==> src/rtl/yuvk_pkg.sv <==
package yuvk_pkg;
    typedef enum logic [1:0] {
        FMT_RGB24  = 2'd0,
        FMT_RGB555 = 2'd1,
        FMT_YUV    = 2'd2,
        FMT_MONO   = 2'd3
    } fmt_e;
endpackage

==> src/rtl/yuvk_matrix.sv <==
module yuvk_matrix #(
    parameter int DW   = 8,
    parameter int FRAC = 6,
    parameter int AW   = DW + FRAC + 3,
    parameter int K_RV = 88,
    parameter int K_GV = 45,
    parameter int K_GU = 22,
    parameter int K_BU = 111
) (
    input  logic [DW-1:0]        y_i,
    input  logic [DW-1:0]        u_i,
    input  logic [DW-1:0]        v_i,
    output logic signed [AW-1:0] acc_o [3]
);
    localparam logic signed [AW-1:0] C_RV = AW'(K_RV);
    localparam logic signed [AW-1:0] C_GV = AW'(K_GV);
    localparam logic signed [AW-1:0] C_GU = AW'(K_GU);
    localparam logic signed [AW-1:0] C_BU = AW'(K_BU);

    // offset-binary to two's complement: flip the top bit
    logic [DW-1:0]        du_raw, dv_raw;
    logic signed [AW-1:0] du, dv, ys;
    logic signed [AW-1:0] p_rv, p_gv, p_gu, p_bu;

    assign du_raw = {~u_i[DW-1], u_i[DW-2:0]};
    assign dv_raw = {~v_i[DW-1], v_i[DW-2:0]};
    assign du     = {{(AW-DW){du_raw[DW-1]}}, du_raw};
    assign dv     = {{(AW-DW){dv_raw[DW-1]}}, dv_raw};
    assign ys     = {{(AW-DW-FRAC){1'b0}}, y_i, {FRAC{1'b0}}};

    assign p_rv = dv * C_RV;
    assign p_gv = dv * C_GV;
    assign p_gu = du * C_GU;
    assign p_bu = du * C_BU;

    assign acc_o[0] = ys + p_rv;
    assign acc_o[1] = ys - p_gv - p_gu;
    assign acc_o[2] = ys + p_bu;
endmodule

==> src/rtl/yuvk_keyer.sv <==
module yuvk_keyer #(
    parameter int DW = 8
) (
    input  logic [DW-1:0] u_i,
    input  logic [DW-1:0] v_i,
    input  logic [DW-1:0] u_lo_i,
    input  logic [DW-1:0] u_hi_i,
    input  logic [DW-1:0] v_lo_i,
    input  logic [DW-1:0] v_hi_i,
    output logic          alpha_o
);
    logic key_on, u_in, v_in;

    assign key_on  = (u_lo_i <= u_hi_i) && (v_lo_i <= v_hi_i);
    assign u_in    = (u_i >= u_lo_i) && (u_i <= u_hi_i);
    assign v_in    = (v_i >= v_lo_i) && (v_i <= v_hi_i);
    assign alpha_o = !key_on || (u_in && v_in);
endmodule

==> src/rtl/yuvk_pack.sv <==
module yuvk_pack
    import yuvk_pkg::*;
#(
    parameter int DW   = 8,
    parameter int FRAC = 6,
    parameter int AW   = DW + FRAC + 3,
    parameter int PW   = 5,
    parameter int OW   = 32
) (
    input  logic signed [AW-1:0] acc_i [3],
    input  logic                 alpha_i,
    input  logic [DW-1:0]        y_i,
    input  logic [DW-1:0]        u_i,
    input  logic [DW-1:0]        v_i,
    input  fmt_e                 fmt_i,
    output logic [OW-1:0]        data_o
);
    localparam logic signed [AW-1:0] HALF = AW'(1 << (FRAC - 1));
    localparam logic signed [AW-1:0] TOPV = AW'((1 << DW) - 1);

    logic [DW-1:0] ch [3];

    generate
        for (genvar i = 0; i < 3; i++) begin : g_sat
            logic signed [AW-1:0] sh;
            assign sh    = (acc_i[i] + HALF) >>> FRAC;
            assign ch[i] = sh[AW-1]  ? '0 :
                           (sh > TOPV) ? '1 : sh[DW-1:0];
        end
    endgenerate

    always_comb begin
        data_o = '0;
        unique case (fmt_i)
            FMT_RGB24: begin
                data_o[3*DW]       = alpha_i;
                data_o[3*DW-1:0]   = {ch[0], ch[1], ch[2]};
            end
            FMT_RGB555: begin
                data_o[3*PW]       = alpha_i;
                data_o[3*PW-1:0]   = {ch[0][DW-1 -: PW], ch[1][DW-1 -: PW], ch[2][DW-1 -: PW]};
            end
            FMT_YUV:  data_o[3*DW-1:0] = {y_i, u_i, v_i};
            FMT_MONO: data_o[DW-1:0]   = y_i;
            default:  data_o = '0;
        endcase
    end
endmodule

==> src/rtl/yuv_rgb_keyer.sv <==
module yuv_rgb_keyer
    import yuvk_pkg::*;
#(
    parameter int DW   = 8,
    parameter int FRAC = 6,
    parameter int PW   = 5,
    parameter int OW   = 32,
    parameter int K_RV = 88,
    parameter int K_GV = 45,
    parameter int K_GU = 22,
    parameter int K_BU = 111
) (
    input  logic          clk,
    input  logic          rst_n,
    input  logic          in_valid,
    input  logic [DW-1:0] in_y,
    input  logic [DW-1:0] in_u,
    input  logic [DW-1:0] in_v,
    input  logic [1:0]    cfg_fmt,
    input  logic [DW-1:0] cfg_u_lo,
    input  logic [DW-1:0] cfg_u_hi,
    input  logic [DW-1:0] cfg_v_lo,
    input  logic [DW-1:0] cfg_v_hi,
    output logic          out_valid,
    output logic [OW-1:0] out_data
);
    localparam int AW = DW + FRAC + 3;

    typedef struct packed {
        logic          valid;
        logic [AW-1:0] r;
        logic [AW-1:0] g;
        logic [AW-1:0] b;
        logic          alpha;
        logic [DW-1:0] y;
        logic [DW-1:0] u;
        logic [DW-1:0] v;
        fmt_e          fmt;
    } s1_t;

    typedef struct packed {
        logic          valid;
        logic [OW-1:0] data;
    } s2_t;

    s1_t s1_d, s1_q;
    s2_t s2_d, s2_q;

    logic signed [AW-1:0] mx_acc [3];
    logic signed [AW-1:0] s1_acc [3];
    logic                 key_alpha;
    logic [OW-1:0]        pk_data;

    yuvk_matrix #(
        .DW(DW), .FRAC(FRAC), .AW(AW),
        .K_RV(K_RV), .K_GV(K_GV), .K_GU(K_GU), .K_BU(K_BU)
    ) u_matrix (
        .y_i   (in_y),
        .u_i   (in_u),
        .v_i   (in_v),
        .acc_o (mx_acc)
    );

    yuvk_keyer #(.DW(DW)) u_keyer (
        .u_i    (in_u),
        .v_i    (in_v),
        .u_lo_i (cfg_u_lo),
        .u_hi_i (cfg_u_hi),
        .v_lo_i (cfg_v_lo),
        .v_hi_i (cfg_v_hi),
        .alpha_o(key_alpha)
    );

    assign s1_acc[0] = $signed(s1_q.r);
    assign s1_acc[1] = $signed(s1_q.g);
    assign s1_acc[2] = $signed(s1_q.b);

    yuvk_pack #(.DW(DW), .FRAC(FRAC), .AW(AW), .PW(PW), .OW(OW)) u_pack (
        .acc_i  (s1_acc),
        .alpha_i(s1_q.alpha),
        .y_i    (s1_q.y),
        .u_i    (s1_q.u),
        .v_i    (s1_q.v),
        .fmt_i  (s1_q.fmt),
        .data_o (pk_data)
    );

    always_comb begin
        s1_d       = s1_q;
        s1_d.valid = in_valid;
        if (in_valid) begin
            s1_d.r     = mx_acc[0];
            s1_d.g     = mx_acc[1];
            s1_d.b     = mx_acc[2];
            s1_d.alpha = key_alpha;
            s1_d.y     = in_y;
            s1_d.u     = in_u;
            s1_d.v     = in_v;
            s1_d.fmt   = fmt_e'(cfg_fmt);
        end
        s2_d       = s2_q;
        s2_d.valid = s1_q.valid;
        if (s1_q.valid) begin
            s2_d.data = pk_data;
        end
    end

    always_ff @(posedge clk or negedge rst_n) begin
        if (!rst_n) begin
            s1_q <= '0;
            s2_q <= '0;
        end else begin
            s1_q <= s1_d;
            s2_q <= s2_d;
        end
    end

    assign out_valid = s2_q.valid;
    assign out_data  = s2_q.data;

    // cycles since reset, saturating, so that history checks stay inside it
    logic [1:0] age_q;
    always_ff @(posedge clk or negedge rst_n) begin
        if (!rst_n)             age_q <= '0;
        else if (age_q != 2'd2) age_q <= age_q + 2'd1;
    end


    latency_chk: assert property (@(posedge clk) disable iff (!rst_n)
        (age_q == 2'd2) |-> (out_valid == $past(in_valid, 2)));


    hold_chk: assert property (@(posedge clk) disable iff (!rst_n)
        !s1_q.valid |=> $stable(out_data));


    key_off_chk: assert property (@(posedge clk) disable iff (!rst_n)
        (in_valid && cfg_fmt == 2'd0 &&
         ((cfg_u_lo > cfg_u_hi) || (cfg_v_lo > cfg_v_hi))) |-> ##2 out_data[3*DW]);


    key_out_chk: assert property (@(posedge clk) disable iff (!rst_n)
        (in_valid && cfg_fmt == 2'd0 && cfg_u_lo <= cfg_u_hi &&
         cfg_v_lo <= cfg_v_hi && in_u < cfg_u_lo) |-> ##2 !out_data[3*DW]);


    narrow_zero_chk: assert property (@(posedge clk) disable iff (!rst_n)
        (in_valid && cfg_fmt == 2'd1) |-> ##2 (out_data[OW-1:3*PW+1] == '0));


    mono_chk: assert property (@(posedge clk) disable iff (!rst_n)
        (in_valid && cfg_fmt == 2'd3) |-> ##2
        (out_data == {{(OW-DW){1'b0}}, $past(in_y, 2)}));
endmodule

==> config.mk <==
export PLATFORM = sky130hd
export DESIGN_NAME = yuv_rgb_keyer
export DESIGN_NICKNAME = d
export VERILOG_FILES = /design/src/rtl/yuvk_pkg.sv /design/src/rtl/yuvk_matrix.sv /design/src/rtl/yuvk_keyer.sv /design/src/rtl/yuvk_pack.sv /design/src/rtl/yuv_rgb_keyer.sv
export SDC_FILE = /design/constraint.sdc
export NUM_CORES = 1
export LEC_CHECK = 0
export CORE_AREA = 2 2 193 195
export DETAILED_ROUTE_END_ITERATION = 12
export DIE_AREA = 0 0 195 197
export PLACE_DENSITY_LB_ADDON = 0.1
export SKIP_CTS_REPAIR_TIMING = 1
export SLEW_MARGIN = 20
export SYNTH_ARGS = -nofsm -noshare
export SYNTH_HDL_FRONTEND = slang
export SYNTH_SLANG_ARGS = --single-unit
==> constraint.sdc <==
create_clock -name clk -period 3.1 [get_ports clk]
set_input_delay 0.93 -clock clk [delete_from_list [all_inputs] [get_ports clk]]
set_output_delay 0.93 -clock clk [all_outputs]
set_load 0.03 [all_outputs]
==> results list, run 1 <==
* Initial Utilization: 0.296
- Residual antenna-violating net count after detailed routing: 0
- Post-route setup slack: -2.23 ns
* Maximum number of pins on one net before global-route repair: 70
* Max capacitance violation total: 0
- On the critical path, the stage with the largest delay is an instance of sky130_fd_sc_hd__fa_1.
* Fmax: 188 MHz
- Share of synthesized flip-flops with an asynchronous set or reset: 1.00
* First DRT Iteration DRCs: 297
* Number of setup violations in the final report: 34
- Primary FF master, synth: sky130_fd_sc_hd__dfrtp_1
- EDFF count, synth: 0
- Counting the buffers created by CTS gives 9.
* Fin crit period: around 5.3 ns
- Data on the critical path is required at its endpoint by 3.34 ns.
- The number of max-slew violations in the final report came to 0.
* Proportion of power drawn by the clock network: 0.073
- TritonCTS built the clock tree.
- Leaving out fill and tap cells, the most frequent cell in the layout is sky130_fd_sc_hd__buf_4.
- Seq/Total Area, Yosys: 0.210
- Overall power consumption after layout is estimated at roughly 0.014 W.
* Status: finished with violations
* Synthesized area: 0.0107 mm^2
- After floorplanning, the core was divided into 70 placement rows.
- Period utilization: 1.72
* Number of flip-flops and latches in the synthesized netlist: 90
- Share of post-route cells with drive strength above 1: 0.329
* Routed via count divided by cell count: 4.55
* Number of clock sinks seen by CTS: 90
- Worst clock skew: roughly 0.0084 ns
* Switching portion of total power: 0.416
* Global placer's final weighted congestion: 0.801
* Total congestion overflow after global routing: 0
- CP bufs+invs: 4
* Gate Count Post-Synth: 1,176
* Worst setup SP type: input port
- Dividing the synthesized area by the synthesized cell count gives 9.14 um^2.
- Clock latency on the worst-skew pair: 0.35 ns
- Internal portion of total power: approximately 0.0084 W
- The number of antenna violations at the first check in global routing came to 0.
- Summing all placed instances gives a cell area of 0.0142 mm^2.
* Synthesis-to-finish area growth: 42.2%
* Static leakage power: 7.29 nW
* Top-level port count: 94
* WL final: 30.2 mm
- Synthesis instantiated 69 different standard cells from the library.
* Number of H-tree branching levels: 3
- The repair_antennas step left the layout with diodes totalling 0.
- Relative slew margins: 0.409
* Failing checks: negative setup slack
* Die outline height: 197 um
- The Yosys step of the flow raised 0 warnings.
* Share of total power in sequential cells: 0.137
- Cell family contributing the most delay on the critical path: adder cells
- The via count of the first global-routing pass was 8,945.
- Kind of capture point of the worst setup path: flip-flop
- Overall Global Routing Usage: 0.161
- For this run, design rule violations remaining after detail routing come to 0.
* I/O Buffers: 86
- Maximum number of buffers from clock root to sink: 2
- Clock-pin slew was measured on the worst setup and hold paths at 0.06 ns.
- Traced cell by cell, the critical path runs through buf_6, buf_6, ha_4, fa_1, fa_1, inv_2, fa_1, inv_1, ha_2, or3_4, o211ai_1, nor2b_1, nor2_1, xnor2_1, ha_1, o21ai_2, nor2_1, o21a_1, o21a_1, o21a_1, nor2_2, xnor2_1, mux2_4.
- Share of power burned in combinational logic: 0.790
- The final layout contains 1,764 nets.
- WL/cell: 15.6 um
* PD cells: 940 mW/mm^2
- The min-delay analysis places its worst path in the category input port to asynchronous set/reset pin.
- Standard cell core area: about 0.036 mm^2
- The routed layout has between 8,000 and 9,000 vias.
- The die covers 0.0384 mm^2.
- After routing the design area is 0.0153 mm^2.
* Final hold vios: 0
- Die X: approximately 200 um
* Number of detailed-routing iterations run before antenna repair: 4
* Reported net switching power: 0.00598 W
- Sum of net half-perimeters after detailed placement: 25.6 mm
- After filler insertion, the fill cell instance count of the layout stands at 3,629.
- The largest single stage delay on the critical path is 0.57 ns.
- Slew at the pin with the worst max-slew slack: slightly below 0.9 ns
- Global-route wire length before repair: 48.3 mm
- Unrepaired setup endpoints after global routing: yes
- Clock Tree Root: sky130_fd_sc_hd__clkbuf_16
- Leaving out fill and tap cells, the most frequent cells in the layout are 192 x sky130_fd_sc_hd__buf_4, 183 x sky130_fd_sc_hd__inv_1, 136 x sky130_fd_sc_hd__ha_1.
- Worst-case vdd ir drop: 633 uV
* Crit Path Category: input port to flip-flop
- For the worst setup path, the data arrival time is 5.57 ns.
* Critical path peak fanout: 3
* Pre-CTS setup slack: -3.07 ns
[worst reg2reg max path: cells and delay by family, from the launching register on]
kind                       cells  cell delay, ns
AOI/OAI and AO/OA              2            0.36
DFF                            1            0.43
muxes                          2            0.78
adders and majority gates      1            0.21
and+or+nand+nor                3            0.60
xor gates and xnor gates       1            0.16
[path summary, 6_finish.rpt]
| kind | start | endpoint | slack (ns) | depth (start not counted) |
|---|---|---|---|---|
| min | rst_n | s1_acc[16] | 0.52 | 1 |
| max in group asynchronous | rst_n | s1_q[18] | 1.91 | 2 |
| max | in_u[3] | s1_acc[13] | -2.23 | 23 |
| min in group clk | s1_q[6] | s1_q[6] | 0.53 | 1 |
| min reg2reg | s1_q[6] | s1_q[6] | 0.53 | 1 |
| max reg2reg | s1_acc[5] | out_data[4] | 0.43 | 9 |
[layer usage]
layer	wire length, um	GRT usage	part of all wire	up-vias
met5	0	0	0	-
met4	440	0.0331	0.015	0
met3	639	0.0168	0.021	21
met2	13900	0.271	0.46	118
met1	15200	0.225	0.50	4135
li1	-	-	-	4562
[power by group through the flow]
stage                     clock, W  sequential [W]  combinational [W]
after detailed placement         0         0.00198            0.00985
final                      0.00105         0.00196             0.0114
after global routing       0.00113         0.00202             0.0126
after global placement           0         0.00197            0.00980
after CTS                  0.00108         0.00196            0.00990
after floorplan                  0         0.00202            0.00631
[state kept, by name, indices dropped and copies added, names as in the netlist]
name	count
out_valid	1
out_data	25
s1_acc	38
s1_q	26
[cells in the mapped netlist, drive strengths merged (15+ instances only)]
cell | n | area, um^2
clkbuf | 19 | 71.3
xnor2 | 73 | 658
mux2 | 55 | 627
a21o | 23 | 173
inv | 205 | 769
ha | 178 | 2230
fa | 57 | 1140
nor2 | 65 | 244
nand3 | 18 | 103
nand2 | 49 | 184
o21a | 17 | 128
xor2 | 25 | 219
o21ai | 37 | 185
dfrtp | 90 | 2250
a21oi | 86 | 438
nor2b | 15 | 93.8
[through the flow]
stage	std cells	hold slack (ns)	util	TNS, ns
after global routing	1941	0.545	0.422	-54.26
after CTS	1930	0.517	0.399	-66.46
final	1941	0.520	0.422	-49.00
after floorplan	1182	0.389	-	-43.49
after detailed placement	1914	0.501	0.392	-79.89
after global placement	1914	0.502	0.392	-79.50
[cell type report]
type                       count  area (um^2)  area share
tap                          468          586      0.0383
timing repair buffer         305         2630       0.172
multi-input combinational    854         8740       0.571
clock inverter                 6         41.3     0.00270
clock buffer                  10          239      0.0156
inverter                     208          807      0.0528
sequential                    90         2250       0.147
[kinds of logic (layout without fill, tap and decap cells)]
logic type	count (synthesis)	after routing	share of synthesized area
xor+xnor	98	98	0.0816
simple gates	210	210	0.0981
flops	90	90	0.210
mux	64	64	0.0690
buf+inv	238	529	0.0857
fa+ha+maj	235	235	0.313
compound gates	240	240	0.142
other cells	1	7	0.000349
No activity file was read; power rests on OpenSTA's default activity.
==> inputs of run 2 (changes only) <==
--- a/config.mk
+++ b/config.mk
@@ -9,6 +9,7 @@
 export DETAILED_ROUTE_END_ITERATION = 12
 export DIE_AREA = 0 0 195 197
 export PLACE_DENSITY_LB_ADDON = 0.1
+export RECOVER_POWER = 25
 export SKIP_CTS_REPAIR_TIMING = 1
 export SLEW_MARGIN = 20
 export SYNTH_ARGS = -nofsm -noshare
==> results list, run 2 (synthesized netlist as in run 1, its figures left out) <==
* Max capacitance violation total: 1 (+1)
- The net switching power of the design came to 0.00598 W (about the same).
* Worst clock skew: 0.00840 ns (+0.0000000300 ns)
- Status: finished with violations
* Crit path launch: in_u[3]
- The top fanout value on the critical path came to 3 (unchanged).
* Tightest Hold Check Type: flip-flop to flip-flop
* Number of buffers created by CTS: 9 (unchanged)
* Crit Path Category: input port to flip-flop
- The share of the clock period used by the worst path was 1.72 (about the same).
- The setup-violating endpoint count in the final report is 34 (unchanged).
* Cells on Worst Hold Path: 1
- Clock Tree Root: sky130_fd_sc_hd__clkbuf_16
- Setup slack, reg-to-reg: 0.43 ns (about the same)
- The achievable clock frequency came to 188 MHz (about the same).
* Total congestion overflow after global routing: 0 (unchanged)
- The number of nets in the layout is 1,764 (unchanged).
* Initial Utilization: 0.296 (unchanged)
- Placed Cells: 1,914 (unchanged)
- The setup total negative slack is -49.02 ns (-0.0183 ns).
- Kind of capture point of the worst setup path: flip-flop
* Unrepaired setup endpoints after global routing: yes
* Sum of net half-perimeters after detailed placement: 25.6 mm (unchanged)
* Internal portion of total power: 0.00839 W (about the same)
- The clock-pin slew on the worst setup and hold paths came to 0.07 ns (about the same).
- The filler cell count in the final layout is 3,629 (unchanged).
- The leakage power of the design came to 7.29 nW (about the same).
- Clock latency on the worst-skew pair: 0.35 ns (about the same)
* Cell area after placement: 0.0142 mm^2 (unchanged)
* Failing checks: max-capacitance violations, max-slew violations, negative setup slack
- Share of power burned in combinational logic: 0.790 (about the same)
- Count of cells along the worst register-to-register path: 9 (unchanged)
- The global router's overall resource usage is 0.161 (unchanged).
* TritonCTS clock tree: done
- First DRT Iteration DRCs: 297 (unchanged)
- Routed via count divided by cell count: 4.55 (about the same)
* Final Instance Area: 0.0153 mm^2 (about the same)
- The flip-flop count of the largest register after layout is 38 (unchanged).
- Slew at the pin with the worst max-slew slack: 1.89 ns (+1.01 ns)
- Reg2reg start: s1_acc[5]
- The diode insertion count for antenna repair came to 0 (unchanged).
- Top-level port count: 94 (unchanged)
- The arrival time at the worst endpoint was 5.57 ns (about the same).
* Synthesis-to-finish area growth: 42.2% (about the same)
* Share of total power in sequential cells: 0.137 (about the same)
- The clock network power share came to 0.073 (about the same).
- The largest net degree at the start of global routing was 70 (unchanged).
- The remaining routing DRC violations is 0 (unchanged).
- The final wirelength was 30.2 mm (about the same).
- The number of max-slew violations in the final report was 33 (+33).
- The critical path data required time was 3.34 ns (about the same).
- The filler-free cell count of the finished design is 1,941 (unchanged).
* Die X: 195 um (unchanged)
- The worst ir drop on vdd was 633 uV (about the same).
- The die span in y came to 197 um (unchanged).
- The detail-routed net length per standard cell came to 15.6 um (about the same).
- Vias in the first global route: 8,945 (unchanged)
- The final setup slack of the worst path was -2.23 ns (-0.000330 ns).
* Share of post-route cells with drive strength above 1: 0.329 (-0.000679)
- Fin crit period: 5.33 ns (+0.000330 ns)
- The worst register-to-register path ends at out_data[4].
- STA classifies the critical path startpoint as an input port.
* Total via count in the routed design: 8,831 (-0.057%)
- The number of antenna violations at the first check in global routing was 0 (unchanged).
- The wire length of the first global-routing pass was 48.3 mm (unchanged).
- The power density normalized to cell area was 940 mW/mm^2 (about the same).
* Pre-CTS setup slack: -3.07 ns (unchanged)
- Total number of placement rows: 70 (unchanged)
* Die Area: 0.0384 mm^2 (unchanged)
- The hold violation count in the final report came to 0 (unchanged).
- The maximum number of buffers from clock root to sink is 2 (unchanged).
- Number of clock sinks seen by CTS: 90 (unchanged)
- I/O Buffers: 86 (unchanged)
- The routability congestion estimate from global placement came to 0.801 (unchanged).
- The residual antenna-violating net count after detailed routing is 0 (unchanged).
* Highest-count cells in the layout ignoring fill and taps: 191 x sky130_fd_sc_hd__buf_4, 183 x sky130_fd_sc_hd__inv_1, 136 x sky130_fd_sc_hd__ha_1
* Fraction of the core area covered by cells at the end of the flow: 0.422 (about the same)
- The relative slew slack is -0.259 (-0.668).
* Standard cell core area: 0.0363 mm^2 (unchanged)
- Most common library cell in the layout ignoring fill and taps: sky130_fd_sc_hd__buf_4
* Number of H-tree branching levels: 3 (unchanged)
* Switching portion of total power: 0.416 (about the same)
- Timing endpoint of the critical path: s1_acc[13]
- The number of iterations in the first detailed-routing pass is 4 (unchanged).
-- run 2: through the flow --
step | total power (W) | hold WS [ns]
CTS | 0.0129 | 0.517
floorplan | 0.00832 | 0.389
finish | 0.0144 | 0.526
global placement | 0.0118 | 0.502
detailed placement | 0.0118 | 0.501
global route | 0.0157 | 0.545
-- run 2: final cells by class --
| type | instances | area (um^2) | share of cell area |
|---|---|---|---|
| Multi-Input combinational cell | 854 | 8740 | 0.572 |
| Tap cell | 468 | 586 | 0.0383 |
| Inverter | 208 | 807 | 0.0528 |
| Clock buffer | 10 | 239 | 0.0156 |
| Timing Repair Buffer | 305 | 2620 | 0.172 |
| Clock inverter | 6 | 41.3 | 0.00270 |
| Sequential cell | 90 | 2250 | 0.147 |
-- run 2: power groups by stage --
stage / Combinational [W] / Sequential, W / Clock (W)
3_5_place_dp: 0.00985 / 0.00198 / 0
2_1_floorplan: 0.00631 / 0.00202 / 0
5_1_grt: 0.0126 / 0.00202 / 0.00113
3_3_place_gp: 0.00980 / 0.00197 / 0
4_1_cts: 0.00990 / 0.00196 / 0.00108
6_report: 0.0114 / 0.00196 / 0.00105
-- run 2: worst min-delay path by stage --
stage / startpoint / to / slack (ns)
floorplan: s1_q[78] / out_valid / 0.39
global placement: s1_q[6] / s1_q[6] / 0.50
detailed placement: s1_q[6] / s1_q[6] / 0.50
CTS: s1_q[6] / s1_q[6] / 0.52
global route: out_data[19] / out_data[19] / 0.55
finish: s1_q[6] / s1_q[6] / 0.53
-- run 2: critical path, cell delays in order --
cell and delay, ns:
sky130_fd_sc_hd__buf_6 0.09, sky130_fd_sc_hd__buf_6 0.11, sky130_fd_sc_hd__ha_4 0.15, sky130_fd_sc_hd__fa_1 0.50, sky130_fd_sc_hd__fa_1 0.57, sky130_fd_sc_hd__inv_2 0.04
sky130_fd_sc_hd__fa_1 0.47, sky130_fd_sc_hd__inv_1 0.04, sky130_fd_sc_hd__ha_2 0.17, sky130_fd_sc_hd__or3_4 0.33, sky130_fd_sc_hd__o211ai_1 0.23, sky130_fd_sc_hd__nor2b_1 0.09
sky130_fd_sc_hd__nor2_1 0.12, sky130_fd_sc_hd__xnor2_1 0.14, sky130_fd_sc_hd__ha_1 0.29, sky130_fd_sc_hd__o21ai_2 0.16, sky130_fd_sc_hd__nor2_1 0.06, sky130_fd_sc_hd__o21a_1 0.20
sky130_fd_sc_hd__o21a_1 0.22, sky130_fd_sc_hd__o21a_1 0.20, sky130_fd_sc_hd__nor2_2 0.11, sky130_fd_sc_hd__xnor2_1 0.08, sky130_fd_sc_hd__mux2_4 0.25
-- run 2: layer usage --
layer / vias to the layer above / GRT usage / share of wire
met1: 4136 / 0.225 / 0.50
met5: - / 0 / 0
met4: 0 / 0.0331 / 0.015
li1: 4561 / - / -
met3: 21 / 0.0168 / 0.020
met2: 113 / 0.271 / 0.46
